===== config.mk =====
export PLATFORM = sky130hd
export DESIGN_NAME = dram_refresh_seq
export DESIGN_NICKNAME = d
export VERILOG_FILES = /design/src/rtl/dram_rf_pkg.sv /design/src/rtl/dram_rf_ticker.sv /design/src/rtl/dram_rf_pending.sv /design/src/rtl/dram_rf_ras_cycle.sv /design/src/rtl/dram_refresh_seq.sv
export SDC_FILE = /design/constraint.sdc
export NUM_CORES = 1
export LEC_CHECK = 0
export ABC_CLOCK_PERIOD_IN_PS = 4200
export BUFFER_PORTS_ARGS = -buffer_cell sky130_fd_sc_hd__buf_2
export CAP_MARGIN = 40
export CORE_UTILIZATION = 32
export CTS_CLUSTER_SIZE = 8
export DETAILED_ROUTE_END_ITERATION = 10
export PLACE_DENSITY = 0.51
export SETUP_SLACK_MARGIN = 0.1
export SYNTH_ARGS = -nofsm -noshare
export SYNTH_HDL_FRONTEND = slang
export SYNTH_SLANG_ARGS = --single-unit

===== constraint.sdc =====
create_clock -name clk -period 4.2 [get_ports clk]
set_input_delay 0 -clock clk [delete_from_list [all_inputs] [get_ports clk]]
set_output_delay 0 -clock clk [all_outputs]
set_load 0.01 [all_outputs]

===== src/rtl/dram_rf_pkg.sv =====
package dram_rf_pkg;

   typedef enum logic [1:0] {
      PH_PAUSE = 2'd0,
      PH_WARM  = 2'd1,
      PH_RUN   = 2'd2
   } phase_t;

   typedef enum logic [1:0] {
      CY_IDLE = 2'd0,
      CY_REQ  = 2'd1,
      CY_LOW  = 2'd2,
      CY_PRE  = 2'd3
   } cyc_t;

endpackage


===== src/rtl/dram_rf_ticker.sv =====
module dram_rf_ticker #(
   parameter int unsigned LIMIT = 16
) (
   input  logic clk,
   input  logic rst_n,
   input  logic clr,
   output logic tick
);

   initial begin
      if (LIMIT < 1) $error("dram_rf_ticker: LIMIT must be at least 1");
   end

   generate
      if (LIMIT <= 1) begin : g_every
         assign tick = !clr;
      end else begin : g_count
         localparam int unsigned CW = $clog2(LIMIT);
         localparam logic [CW-1:0] LAST = CW'(LIMIT - 1);
         logic [CW-1:0] cnt;

         always_ff @(posedge clk or negedge rst_n) begin
            if (!rst_n) begin
               cnt <= '0;
            end else if (clr || cnt == LAST) begin
               cnt <= '0;
            end else begin
               cnt <= cnt + 1'b1;
            end
         end

         assign tick = !clr && (cnt == LAST);
      end
   endgenerate

endmodule


===== src/rtl/dram_rf_pending.sv =====
module dram_rf_pending #(
   parameter int unsigned MAX_PEND = 8
) (
   input  logic clk,
   input  logic rst_n,
   input  logic clr,
   input  logic inc,
   input  logic dec,
   output logic nonzero,
   output logic full
);

   localparam int unsigned PW = $clog2(MAX_PEND + 1);
   localparam logic [PW-1:0] TOP = PW'(MAX_PEND);

   logic [PW-1:0] cnt;
   logic          can_inc;
   logic          can_dec;

   initial begin
      if (MAX_PEND < 1) $error("dram_rf_pending: MAX_PEND must be at least 1");
   end

   assign can_inc = inc && (cnt != TOP);
   assign can_dec = dec && (cnt != '0);

   always_ff @(posedge clk or negedge rst_n) begin
      if (!rst_n) begin
         cnt <= '0;
      end else if (clr) begin
         cnt <= '0;
      end else if (can_inc && !can_dec) begin
         cnt <= cnt + 1'b1;
      end else if (can_dec && !can_inc) begin
         cnt <= cnt - 1'b1;
      end else if (can_dec && inc) begin
         cnt <= cnt;
      end
   end

   assign nonzero = (cnt != '0);
   assign full    = (cnt == TOP);

endmodule


===== src/rtl/dram_rf_ras_cycle.sv =====
module dram_rf_ras_cycle
   import dram_rf_pkg::*;
#(
   parameter int unsigned RAS_LOW_CYC = 8,
   parameter int unsigned PRE_CYC     = 6,
   parameter bit          HIDDEN_EN   = 1'b1
) (
   input  logic clk,
   input  logic rst_n,
   input  logic want,
   input  logic grant,
   input  logic cas_hold,
   output logic req,
   output logic ras_n,
   output logic done,
   output logic hidden_cyc
);

   localparam int unsigned MAXC = (RAS_LOW_CYC > PRE_CYC) ? RAS_LOW_CYC : PRE_CYC;
   localparam int unsigned CW   = $clog2(MAXC + 1);
   localparam logic [CW-1:0] LOW_LAST = CW'(RAS_LOW_CYC - 1);
   localparam logic [CW-1:0] PRE_LAST = CW'(PRE_CYC - 1);

   cyc_t          state;
   logic [CW-1:0] cnt;
   logic          active;

   initial begin
      if (RAS_LOW_CYC < 1) $error("dram_rf_ras_cycle: RAS_LOW_CYC must be at least 1");
      if (PRE_CYC < 1)     $error("dram_rf_ras_cycle: PRE_CYC must be at least 1");
   end

   always_ff @(posedge clk or negedge rst_n) begin
      if (!rst_n) begin
         state <= CY_IDLE;
         cnt   <= '0;
      end else begin
         unique case (state)
            CY_IDLE: begin
               if (want) state <= CY_REQ;
            end
            CY_REQ: begin
               if (grant) begin
                  state <= CY_LOW;
                  cnt   <= LOW_LAST;
               end
            end
            CY_LOW: begin
               if (cnt == '0) begin
                  state <= CY_PRE;
                  cnt   <= PRE_LAST;
               end else begin
                  cnt <= cnt - 1'b1;
               end
            end
            CY_PRE: begin
               if (cnt == '0) begin
                  state <= CY_IDLE;
               end else begin
                  cnt <= cnt - 1'b1;
               end
            end
            default: state <= CY_IDLE;
         endcase
      end
   end

   assign req    = (state == CY_REQ);
   assign ras_n  = (state != CY_LOW);
   assign done   = (state == CY_PRE) && (cnt == '0);
   assign active = (state == CY_LOW) || (state == CY_PRE);

   generate
      if (HIDDEN_EN) begin : g_hidden
         logic hid_q;
         always_ff @(posedge clk or negedge rst_n) begin
            if (!rst_n) begin
               hid_q <= 1'b0;
            end else if (state == CY_REQ && grant) begin
               hid_q <= cas_hold;
            end
         end
         assign hidden_cyc = hid_q && active;
      end else begin : g_no_hidden
         logic unused_hold;
         assign unused_hold = cas_hold & active;
         assign hidden_cyc  = 1'b0;
      end
   endgenerate

endmodule


===== src/rtl/dram_refresh_seq.sv =====
module dram_refresh_seq
   import dram_rf_pkg::*;
#(
   parameter int unsigned PAUSE_CYC    = 20000,
   parameter int unsigned WARMUP_CNT   = 8,
   parameter int unsigned INTERVAL_CYC = 1560,
   parameter int unsigned IDLE_CYC     = 400000,
   parameter int unsigned RAS_LOW_CYC  = 8,
   parameter int unsigned PRE_CYC      = 6,
   parameter int unsigned MAX_PEND     = 8,
   parameter int unsigned ROW_W        = 8,
   parameter int unsigned ADDR_W       = 9,
   parameter bit          HIDDEN_EN    = 1'b1
) (
   input  logic              clk,
   input  logic              rst_n,
   output logic              ref_req,
   input  logic              ref_grant,
   output logic              ref_urgent,
   input  logic              cas_hold,
   input  logic              ctl_ras_act,
   output logic              ras_n,
   output logic [ADDR_W-1:0] ref_addr,
   output logic              hidden_cyc,
   output logic              ready
);

   localparam int unsigned WARM_W = $clog2(WARMUP_CNT + 1);
   localparam logic [WARM_W-1:0] WARM_INIT = WARM_W'(WARMUP_CNT);

   initial begin
      if (WARMUP_CNT < 1)   $error("dram_refresh_seq: WARMUP_CNT must be at least 1");
      if (ADDR_W < ROW_W)   $error("dram_refresh_seq: ADDR_W must cover ROW_W");
      if (IDLE_CYC <= INTERVAL_CYC + RAS_LOW_CYC + PRE_CYC)
         $error("dram_refresh_seq: IDLE_CYC must exceed one refresh interval");
   end

   phase_t            phase;
   logic [WARM_W-1:0] warm_left;
   logic [ROW_W-1:0]  row;

   logic pause_tick, interval_tick, idle_tick;
   logic pend_nz, pend_full;
   logic want, cyc_done, cyc_ras_n;
   logic in_run;

   assign in_run = (phase == PH_RUN);

   dram_rf_ticker #(.LIMIT(PAUSE_CYC)) u_pause (
      .clk   (clk),
      .rst_n (rst_n),
      .clr   (phase != PH_PAUSE),
      .tick  (pause_tick)
   );

   dram_rf_ticker #(.LIMIT(INTERVAL_CYC)) u_interval (
      .clk   (clk),
      .rst_n (rst_n),
      .clr   (!in_run),
      .tick  (interval_tick)
   );

   dram_rf_ticker #(.LIMIT(IDLE_CYC)) u_idle (
      .clk   (clk),
      .rst_n (rst_n),
      .clr   (!in_run || !cyc_ras_n || ctl_ras_act),
      .tick  (idle_tick)
   );

   dram_rf_pending #(.MAX_PEND(MAX_PEND)) u_pending (
      .clk     (clk),
      .rst_n   (rst_n),
      .clr     (!in_run),
      .inc     (interval_tick),
      .dec     (cyc_done && in_run),
      .nonzero (pend_nz),
      .full    (pend_full)
   );

   assign want = (phase == PH_WARM) || (in_run && pend_nz);

   dram_rf_ras_cycle #(
      .RAS_LOW_CYC (RAS_LOW_CYC),
      .PRE_CYC     (PRE_CYC),
      .HIDDEN_EN   (HIDDEN_EN)
   ) u_cycle (
      .clk        (clk),
      .rst_n      (rst_n),
      .want       (want),
      .grant      (ref_grant),
      .cas_hold   (cas_hold),
      .req        (ref_req),
      .ras_n      (cyc_ras_n),
      .done       (cyc_done),
      .hidden_cyc (hidden_cyc)
   );

   always_ff @(posedge clk or negedge rst_n) begin
      if (!rst_n) begin
         phase     <= PH_PAUSE;
         warm_left <= WARM_INIT;
      end else begin
         unique case (phase)
            PH_PAUSE: begin
               if (pause_tick) begin
                  phase     <= PH_WARM;
                  warm_left <= WARM_INIT;
               end
            end
            PH_WARM: begin
               if (cyc_done) begin
                  if (warm_left == WARM_W'(1)) phase <= PH_RUN;
                  warm_left <= warm_left - 1'b1;
               end
            end
            PH_RUN: begin
               if (idle_tick) begin
                  phase     <= PH_WARM;
                  warm_left <= WARM_INIT;
               end
            end
            default: phase <= PH_PAUSE;
         endcase
      end
   end

   always_ff @(posedge clk or negedge rst_n) begin
      if (!rst_n) begin
         row <= '0;
      end else if (cyc_done && in_run) begin
         row <= row + 1'b1;
      end
   end

   generate
      if (ADDR_W > ROW_W) begin : g_addr_pad
         assign ref_addr = {{(ADDR_W - ROW_W){1'b0}}, row};
      end else begin : g_addr_exact
         assign ref_addr = row;
      end
   endgenerate

   assign ras_n      = cyc_ras_n;
   assign ready      = in_run;
   assign ref_urgent = in_run && pend_full;

endmodule


== Word level (Yosys, flattened, before mapping) ==
Cells that the tools add are included.
Word-level totals
  bits in registers: 70
  input bits: 5
Cells by class
  eq/ne operators: 22
  reductions and logical operators: 37
  add/sub/neg operators: 8
  muxes and demuxes: 24
Operators by type and width (count)
  two-way mux 4 bit: 9
  case mux 4 bit (3 select lines): 2
  adder 19 x 1 -> 19 bit, second input constant: 1
  equality test 19 bit, second input constant: 1
  two-way mux 19 bit: 1
  two-way mux 2 bit: 8
  adder 15 x 1 -> 15 bit, second input constant: 1
  equality test 15 bit, second input constant: 1
  two-way mux 15 bit: 1
  logical AND 1 bit: 13
  AND reduction 4 bit: 3
  subtractor 4 x 1 -> 4 bit, second input constant: 3
  adder 11 x 1 -> 11 bit, second input constant: 1
  equality test 11 bit, second input constant: 1
  two-way mux 11 bit: 1
  != test 2 x 1 -> 1 bit, second input constant: 5
  != test 2 bit, second input constant: 5
  adder 8 x 1 -> 8 bit, second input constant: 1
  case mux 2 bit (4 select lines): 1
  logical OR 1 bit: 7
  equality test 2 bit, second input constant: 3
  zero test 1 bit: 6
  case mux 2 bit (3 select lines): 1
  nonzero test 3 bit: 2
  11 further kinds: 13

== Logic depth before layout (Yosys ltp) ==
Gate-level depths: netlist of the first run.
  depth after elaboration: 8
  gate-level depth with buffers: 12
  depth with buffers taken out: 11

== By module ==
Synthesis of the first run repeated with hierarchy kept, for this count alone.
Second synthesis, totals
  cells, all modules: 381
  area, all modules: 3861.2 µm²
Modules (own cells, without submodules)
  dram_rf_ticker at u_idle: area each 991.0 µm², times used 1, cells an instance 99
  dram_rf_ticker at u_pause: area each 735.7 µm², times used 1, cells an instance 71
  dram_refresh_seq: area each 726.9 µm², times used 1, cells an instance 71
  dram_rf_ticker at u_interval: area each 548.0 µm², times used 1, cells an instance 53
  dram_rf_ras_cycle: area each 478.0 µm², times used 1, cells an instance 47
  dram_rf_pending: area each 381.6 µm², times used 1, cells an instance 40

== Worst setup path after synthesis of the first run ==
OpenSTA, ideal clock, no wires.
  path kind: reg2reg
  start point: register u_interval.g_count.cnt[0]
  end point: register u_pending.cnt[3]
  data arrival time: 2.503 ns
  buffers on the path: 1
  period minus slack after synthesis: 2.585 ns
  stages on the path, launching flop included: 12
  library setup time: 0.082 ns
  slack: 1.615 ns
  cells stage by stage: dfrtp_1 ha_1 nor4bb_1 and4b_1 buf_2 nand4_1 ha_1 a21oi_1 nand2_1 or3_1 a21o_1 a31oi_1
Between the ends
  cells in the longest elaborated chain, start to end: 6
  elaborated cells between the ends (all ways): 9
Ends and longest elaborated chain
  start, declared: line dram_rf_ticker.sv:20  | logic [CW-1:0] cnt;
  start signal, assigned: line dram_rf_ticker.sv:28  | cnt <= cnt + 1'b1;
  equality test 11 bit *: line dram_rf_ticker.sv:32  | assign tick = !clr && (cnt == LAST);
  logical AND 1 bit *: line dram_rf_ticker.sv:32
  logical AND 1 bit *: line dram_rf_pending.sv:24  | assign can_inc = inc && (cnt != TOP);
  zero test 1 bit or logical AND 1 bit (tied branches): line dram_rf_pending.sv:34, dram_rf_pending.sv:32
  logical AND 1 bit or two-way mux 4 bit (tied branches): line dram_rf_pending.sv:34, dram_rf_pending.sv:32
  != test 3 x 1 -> 1 bit (no source line) or two-way mux 4 bit (tied branches)
  end signal, assigned: line dram_rf_pending.sv:33  | cnt <= cnt + 1'b1;
  end signal, assigned: line dram_rf_pending.sv:35  | cnt <= cnt - 1'b1;
  end signal, assigned: line dram_rf_pending.sv:37  | cnt <= cnt;
  end, declared: line dram_rf_pending.sv:16  | logic [PW-1:0] cnt;
Mark *: on every way between the ends. The rest lies on a longest branch, timed or not.
A chain may end at the register's enable or synchronous reset.

== Worst setup path in the final report of the first run ==
Same ends and word-level chain as after synthesis.

==> summary.txt, run 1 <==
Synth
  • Syn nets: 394
  • EDFF count, synth: 0
  • Syn_area_per_cell: 9.90 um^2
  • Flops & latches, synth: 70
  • Unique cell type count in the Yosys netlist: 55
  • Post-Syn Area: 3690 um^2
  • YS warnings: 0
  • Gate Count Post-Synth: 373
  • Post-synthesis sequential area ratio: 47.5%
  • Synth async-reset ratio: 100%
  • Post-synth top flop: dfrtp_1

Worst setup path
  • Req. time, crit path: 4.44 ns
  • WS Path Type: flop to flop
  • Worst path max stage delay: 0.38 ns
  • CP arrival: 3.08 ns
  • Slowest CP cell: dfrtp_1
  • Crit path top cell by count: ha_1
  • Worst-path fanout max: 6
  • Setup crit end kind: flop
  • Worst setup SP type: flop
  • CP cell instances: ha_1, nor4bb_1, and4b_1, nand4_1, ha_1, a21oi_1, nand2_1, or3_1, a21o_1, a31oi_1

Layout
  • # fillers: 1077
  • Multi-input logic area: 1830 um^2
  • Ant. Diodes: 0
  • Final Cell Area: 4290 um^2
  • Nets@finish: 416
  • Layout cell share with drive strength beyond 1: 11.0%
  • Sequential cell area: 1750 um^2
  • Final Non-Filler Cells: 540
  • Layout Area Growth over Synthesis: 16.1%

GRT
  • GRT Overall Usage: 13.0%
  • GR Overflow Total: 0
  • Number of global-route vias before repair: 2572
  • Pin count of the biggest net entering global routing: 40
  • First-pass GRT wire length: 12000 um
  • Initial antenna violation count: 0

CTS
  • TritonCTS clock tree: done
  • Num CTS Buffers: 9
  • Clk slew on worst S/H paths: 0.06 ns
  • Clock sinks: 70
  • Post-CTS sizing: 0
  • Worst-Skew Late Latency: 0.33 ns
  • Setup Buffers After CTS: 0
  • Cts hold-fix bufs: 2
  • CTS H-tree depth: 3
  • Clk root buf: clkbuf_16
  • CTS Buffer Depth: 2

Placed design
  • IO Port Bufs: 17
  • Dpl cells: 522
  • Post-DP HPWL: 4750 um
  • Final Wtd Congestion: 0.741
  • Placed cell areas: 3920 um^2

Floorplan
  • Starting Density: 33.5%
  • DIE HEIGHT: 109 um
  • Die X: 109 um
  • Area of the die: 12000 um^2
  • I/O Pins: 19
  • FP Rows: 38
  • Core Area: 11000 um^2

STA
  • Worst slew pin tran: 0.774 ns
  • Setup TNS: 0 ns
  • Final hold slack: 0.0104 ns
  • Relative slew slack: 48.4%
  • Slew Limit Fails: 0
  • Clock skew: 0.00740 ns
  • Final Cycle Share: 67.5%
  • Min Tclk post-route: 2.84 ns
  • Final setup fails: 0
  • Achievable Freq: 353 MHz
  • RSZ-0062 raised after global routing: no
  • Final hold violations: 0

Drt
  • 1st-iter DRT viols: 160
  • Drt pass-1 iters: 4
  • DR vias: 2632
  • DRC viols: 0
  • Antenna Nets Post-Route: 0
  • Post-Route WL: 6920 um
  • Avg Vias per Cell: 4.87
  • Wire length per cell: 12.8 um

Power and ir drop
  • P_leak: 0.00186 uW
  • Final Power: 1870 uW
  • PD cells: 436 nW/um^2
  • Max IR drop VDD: 0.278 mV

Min path
  • HP Class: input pin to flop

Run status
  • Status: finished clean

Flow run
  • Max Cap Viol: 0
==> Yosys cell counts, drive strengths merged (2+ instances only) <==
cell / count / share of area [%]
nand3: 23 / 3.3
nand2b: 5 / 0.85
ha: 15 / 5.1
nor3b: 2 / 0.41
dfrtp: 69 / 47
mux2: 3 / 0.91
a31o: 2 / 0.47
nor4bb: 3 / 0.81
nand4bb: 2 / 0.61
nor2: 57 / 5.9
a21oi: 8 / 1.1
nor3: 8 / 1.1
nor2b: 5 / 0.85
o22ai: 3 / 0.51
a22o: 4 / 0.95
o211ai: 4 / 0.81
inv: 18 / 1.8
nand2: 28 / 2.8
buf: 6 / 0.88
or4b: 2 / 0.64
xnor2: 22 / 5.2
xor2: 26 / 6.2
o21ai: 5 / 0.68
nand4: 8 / 1.5
a31oi: 2 / 0.34
nor4: 5 / 1.3
and4: 6 / 1.4
clkbuf: 3 / 0.30
or3: 6 / 1.0
and3: 7 / 1.2
==> sequential cells by signal, indices dropped and copies added, names as in the netlist <==
signal	flops
phase	2
row	8
u_cycle.cnt	4
u_cycle.g_hidden.hid_q	1
u_cycle.state	2
u_idle.g_count.cnt	19
u_interval.g_count.cnt	11
u_pause.g_count.cnt	15
u_pending.cnt	4
warm_left	4
==> logic make-up after synthesis <==
logic type	share of synthesized area (%)
simple gates	24.5
buf+inv	3.01
mux	1.19
fa+ha+maj	5.62
compound gates	6.74
xor+xnor	11.4
flops	47.5
other cells	0.102
==> area by class of cell <==
| class | instances | area share, % |
|---|---|---|
| inverters | 18 | 1.58 |
| clock buffers | 11 | 5.66 |
| flip-flops and latches | 70 | 40.9 |
| multi-input cells | 276 | 42.7 |
| repair buffers | 20 | 2.63 |
| well taps | 140 | 4.09 |
| clock inverters | 5 | 2.48 |
==> critical path, delay by kind of cell (launching register included) <==
family	cells	cell delay [ns]
compound gates	3	0.47
simple gates	5	1.31
flops	1	0.38
fa+ha+maj	2	0.58
==> per-stage QoR <==
step | util, % | setup slack, ns
global placement | 35.5 | 1.49
detailed placement | 35.5 | 1.39
floorplan | - | 1.61
finish | 38.9 | 1.36
CTS | 38.9 | 1.36
global route | 38.9 | 1.12
==> cell usage in the layout, fill, tap and decap left out, drive strengths merged, types with 4 or more instances in the layout <==
cell type  Yosys  final
dfrtp         69     69
nor2b          5      5
xnor2         22     22
nor2          57     57
nor3           8      8
o21ai          5      5
o211ai         4      4
xor2          26     26
clkbuf         3     11
inv           18     18
ha            15     15
nand2b         5      5
nand2         28     28
nand3         23     23
a21oi          8      8
nor4           5      5
and4           6      6
and3           7      7
or3            6      6
nand4          8      8
buf            6     18
a22o           4      4
==> per-layer routing <==
metal  global-route usage, %  wire (um)  vias to the layer above
met1                    16.5       3460                     1273
met4                    4.86        101                        0
li1                        -          -                     1324
met2                    21.2       3190                       28
met5                       0          0                        -
met3                    3.32        172                        7
==> power by group <==
group	internal [uW]	switching, uW
registers	705	21.8
clock network	597	280
logic	111	153
total	1410	455
==> final timing paths <==
check	depth (start not counted)	startpoint	end	slack, ns
worst max-delay path	10	u_interval.g_count.cnt[0]	u_pending.cnt[3]	1.36
worst min-delay path	3	ref_grant	u_cycle.g_hidden.hid_q	0.01
worst max register to register	10	u_interval.g_count.cnt[0]	u_pending.cnt[3]	1.36
worst min register to register	1	row[7]	row[7]	0.46
max in group asynchronous	3	rst_n	warm_left[3]	2.91
min in group asynchronous	2	rst_n	u_interval.g_count.cnt[4]	0.29
No activity file was read; power rests on OpenSTA's default activity.
==> run 2: changes to the inputs <==
--- a/config.mk
+++ b/config.mk
@@ -5,7 +5,8 @@
 export SDC_FILE = /design/constraint.sdc
 export NUM_CORES = 1
 export LEC_CHECK = 0
-export ABC_CLOCK_PERIOD_IN_PS = 4200
+export ABC_AREA = 1
+export ABC_CLOCK_PERIOD_IN_PS = 2700
 export BUFFER_PORTS_ARGS = -buffer_cell sky130_fd_sc_hd__buf_2
 export CAP_MARGIN = 40
 export CORE_UTILIZATION = 32
==> constraint.sdc (replaced) <==
create_clock -name clk -period 2.7 [get_ports clk]
set_input_delay 0 -clock clk [delete_from_list [all_inputs] [get_ports clk]]
set_output_delay 0 -clock clk [all_outputs]
set_load 0.01 [all_outputs]
==> run 2 against run 1 <==
- the run now ends with design-rule violations left
- total power is 22% higher
- combinational power shrank 88%
- hold slack gained 0.036 ns
- largest cell class unchanged
- first-iteration DRC count up 36%
- synthesized area up 4.2%
==> summary.txt, run 2 <==
Worst setup path
  • Worst path max stage delay: 0.38 ns
  • Worst setup SP type: flop
  • Slowest CP cell: dfrtp_1
  • Worst-path fanout max: 6
  • Req. time, crit path: 2.98 ns
  • Bufs and invs on worst path: 2
  • WS Path Type: flop to flop
  • Setup crit end kind: flop
  • Largest delay share family, worst path: simple AND/OR/NAND/NOR gates
  • Crit path top cell by count: nand2_1
  • CP arrival: 2.56 ns
  • CP cell instances: ha_1, nand2_1, inv_1, nand3_1, nor2_1, nand3_2, ha_1, nand2_1, nand2_1, a31oi_1, inv_1, nand3_1, nand3_1, nand2_1

Synth
  • Unique cell type count in the Yosys netlist: 41
  • Post-Syn Area: 3850 um^2
  • Synth area leaders: dfrtp_1 45%, nand2_1 8.6%, nor2_1 7.2%
  • Syn nets: 497
  • Synth async-reset ratio: 100%
  • Post-synthesis sequential area ratio: 45.5%
  • Post-synth top flop: dfrtp_1
  • Synth area leader: dfrtp_1
  • EDFF count, synth: 0
  • Post-synth top cells: 88 x nand2_1, 74 x nor2_1, 69 x dfrtp_1
  • Yosys top cell area share: 44.8%
  • YS warnings: 0
  • Gate Count Post-Synth: 476
  • Flops & latches, synth: 70
  • Most instantiated library cell after synthesis: nand2_1
  • Syn_area_per_cell: 8.09 um^2

Run status
  • Status: finished with violations
  • Violated checks: design-rule violations

Min path
  • HP Class: input pin to flop

STA
  • Relative slew slack: 65.0%
  • Slew Limit Fails: 0
  • Final hold violations: 0
  • Worst slew pin tran: 0.520 ns
  • Final setup fails: 0
  • Final Cycle Share: 84.5%
  • Clock skew: 0.00897 ns
  • Achievable Freq: 438 MHz
  • Setup TNS: 0 ns
  • Min Tclk post-route: 2.28 ns
  • RSZ-0062 raised after global routing: no

Drt
  • Drt pass-1 iters: 7
  • Wire length per cell: 11.9 um
  • DRC viols: 1
  • Avg Vias per Cell: 4.77
  • DR vias: 3135
  • Post-Route WL: 7800 um
  • Antenna Nets Post-Route: 0
  • 1st-iter DRT viols: 218

Power and ir drop
  • PD cells: 509 nW/um^2
  • Final Power: 2290 uW
  • P_leak: 0.00213 uW
  • Max IR drop VDD: 0.274 mV

Layout
  • Most common cell after layout, fill and taps aside: nand2_1
  • Layout Area Growth over Synthesis: 16.6%
  • Nets@finish: 530
  • Layout cell share with drive strength beyond 1: 12.1%
  • Largest regs: u_idle.g_count.cnt: 19 flops, u_pause.g_count.cnt: 15 flops, u_interval.g_count.cnt: 11 flops
  • Multi-input logic area: 1830 um^2
  • Ant. Diodes: 0
  • Sequential cell area: 1750 um^2
  • Max reg flops: 19
  • Highest-count cells in the layout ignoring fill and taps: 88 x nand2_1, 74 x nor2_1, 69 x dfrtp_1, 63 x inv_1, 28 x nand3_1
  • Largest reg by FF count: u_idle.g_count.cnt
  • # fillers: 1172

Placed design
  • Post-DP HPWL: 5710 um
  • Final Wtd Congestion: 0.800
  • IO Port Bufs: 17

CTS
  • Clock sinks: 70
  • Setup Buffers After CTS: 0
  • Worst-Skew Late Latency: 0.33 ns
  • CTS H-tree depth: 3
  • Num CTS Buffers: 9
  • Clk slew on worst S/H paths: 0.06 ns
  • CTS Buffer Depth: 2
  • Clk root buf: clkbuf_16
  • TritonCTS clock tree: done

Floorplan
  • Area of the die: 12500 um^2
  • Die X: 112 um
  • Starting Density: 33.3%
  • Core Area: 11600 um^2
  • I/O Pins: 19
  • DIE HEIGHT: 112 um
  • FP Rows: 39

Flow run
  • Max Cap Viol: 0

GRT
  • Pin count of the biggest net entering global routing: 42
  • GR Overflow Total: 0
  • GRT Overall Usage: 14.2%
  • First-pass GRT wire length: 14300 um
  • Number of global-route vias before repair: 3221
  • Initial antenna violation count: 0
-- run 2: cell types whose count changed in the layout (fill, tap and decap cells not counted), sizes merged, moves of 6 or more --
| cell | delta |
|---|---|
| xnor2 | -18 |
| inv | +51 |
| nor3 | +16 |
| xor2 | -13 |
| nor2 | +24 |
| a21oi | +14 |
| nand3 | +9 |
| or3 | -6 |
| o21ai | +14 |
| nand2 | +62 |
| and4 | -6 |
| nand4 | +6 |
-- run 2: per-layer routing --
layer  wire length [um]  GRT usage (%)  vias to the layer above  share of wire, %
met5                  0              0                        -                 0
met4                114           5.95                        0               1.5
met2               3620           23.2                       41                46
met1               3830           18.1                     1477                49
li1                   -              -                     1608                 -
met3                242           3.32                        9               3.1
-- run 2: stage by stage --
stage / utilization [%] / area [um^2] / cells / setup WS, ns / hold slack, ns
after global routing: 38.8 / 4490 / 657 / 0.133 / 0.0670
after CTS: 38.8 / 4490 / 657 / 0.376 / 0.0418
after detailed placement: 35.8 / 4140 / 637 / 0.390 / 0.0487
final: 38.8 / 4490 / 657 / 0.417 / 0.0466
after global placement: 35.6 / 4120 / 636 / 0.528 / 0.248
after floorplan: - / 3850 / 476 / 0.670 / -0.296
-- run 2: path summary, 6_finish.rpt --
kind                                                to  cells past startpoint                      start  slack (ns)
worst max register to register        u_pending.cnt[3]                     14  u_interval.g_count.cnt[0]        0.42
worst max-delay path                  u_pending.cnt[3]                     14  u_interval.g_count.cnt[0]        0.42
worst min-delay path             u_idle.g_count.cnt[6]                      4                ctl_ras_act        0.05
max in group asynchronous                 warm_left[3]                      4                      rst_n        1.86
worst min register to register  u_pause.g_count.cnt[0]                      1     u_pause.g_count.cnt[0]        0.46
min in group asynchronous        u_idle.g_count.cnt[9]                      3                      rst_n        0.22
-- run 2: logic make-up (layout without fill, tap and decap cells) --
group | after synthesis | in the layout | share of synthesized area (%)
AO/OA/AOI/OAI | 50 | 50 | 7.34
XOR/XNOR | 17 | 17 | 3.87
AND/OR/NAND/NOR | 251 | 251 | 30.5
adder cells (fa/ha/maj) | 16 | 16 | 5.39
multiplexers | 1 | 1 | 0.292
flip-flops | 70 | 70 | 45.5
buffers and inverters | 70 | 108 | 6.99
other | 1 | 1 | 0.0974
-- run 2: report_power, final --
| group | internal (uW) | switching (uW) |
|---|---|---|
| Sequential | 1050 | 0 |
| Combinational | 7.94 | 23.4 |
| Clock | 745 | 462 |
-- run 2: worst register-to-register path, cell delays in order (launching register included) --
cell     delay (ns)
dfrtp_1        0.38
ha_1           0.24
nand2_1        0.07
inv_1          0.08
nand3_1        0.11
nor2_1         0.20
nand3_2        0.18
ha_1           0.37
nand2_1        0.09
nand2_1        0.05
a31oi_1        0.18
inv_1          0.07
nand3_1        0.08
nand3_1        0.08
nand2_1        0.06
-- run 2: area by class of cell --
| type | count | share of cell area (%) |
|---|---|---|
| clock buffer | 10 | 5.32 |
| clock inverter | 6 | 1.50 |
| inverter | 67 | 5.60 |
| multi-input combinational | 336 | 40.8 |
| sequential | 70 | 39.0 |
| tap | 143 | 3.98 |
| timing repair buffer | 25 | 3.73 |
-- run 2: what timing repair did --
item	in CTS	in global routing
setup endpoints to repair	0	1
hold buffers	4	0
resized for setup	0	1
hold endpoints to repair	30	0
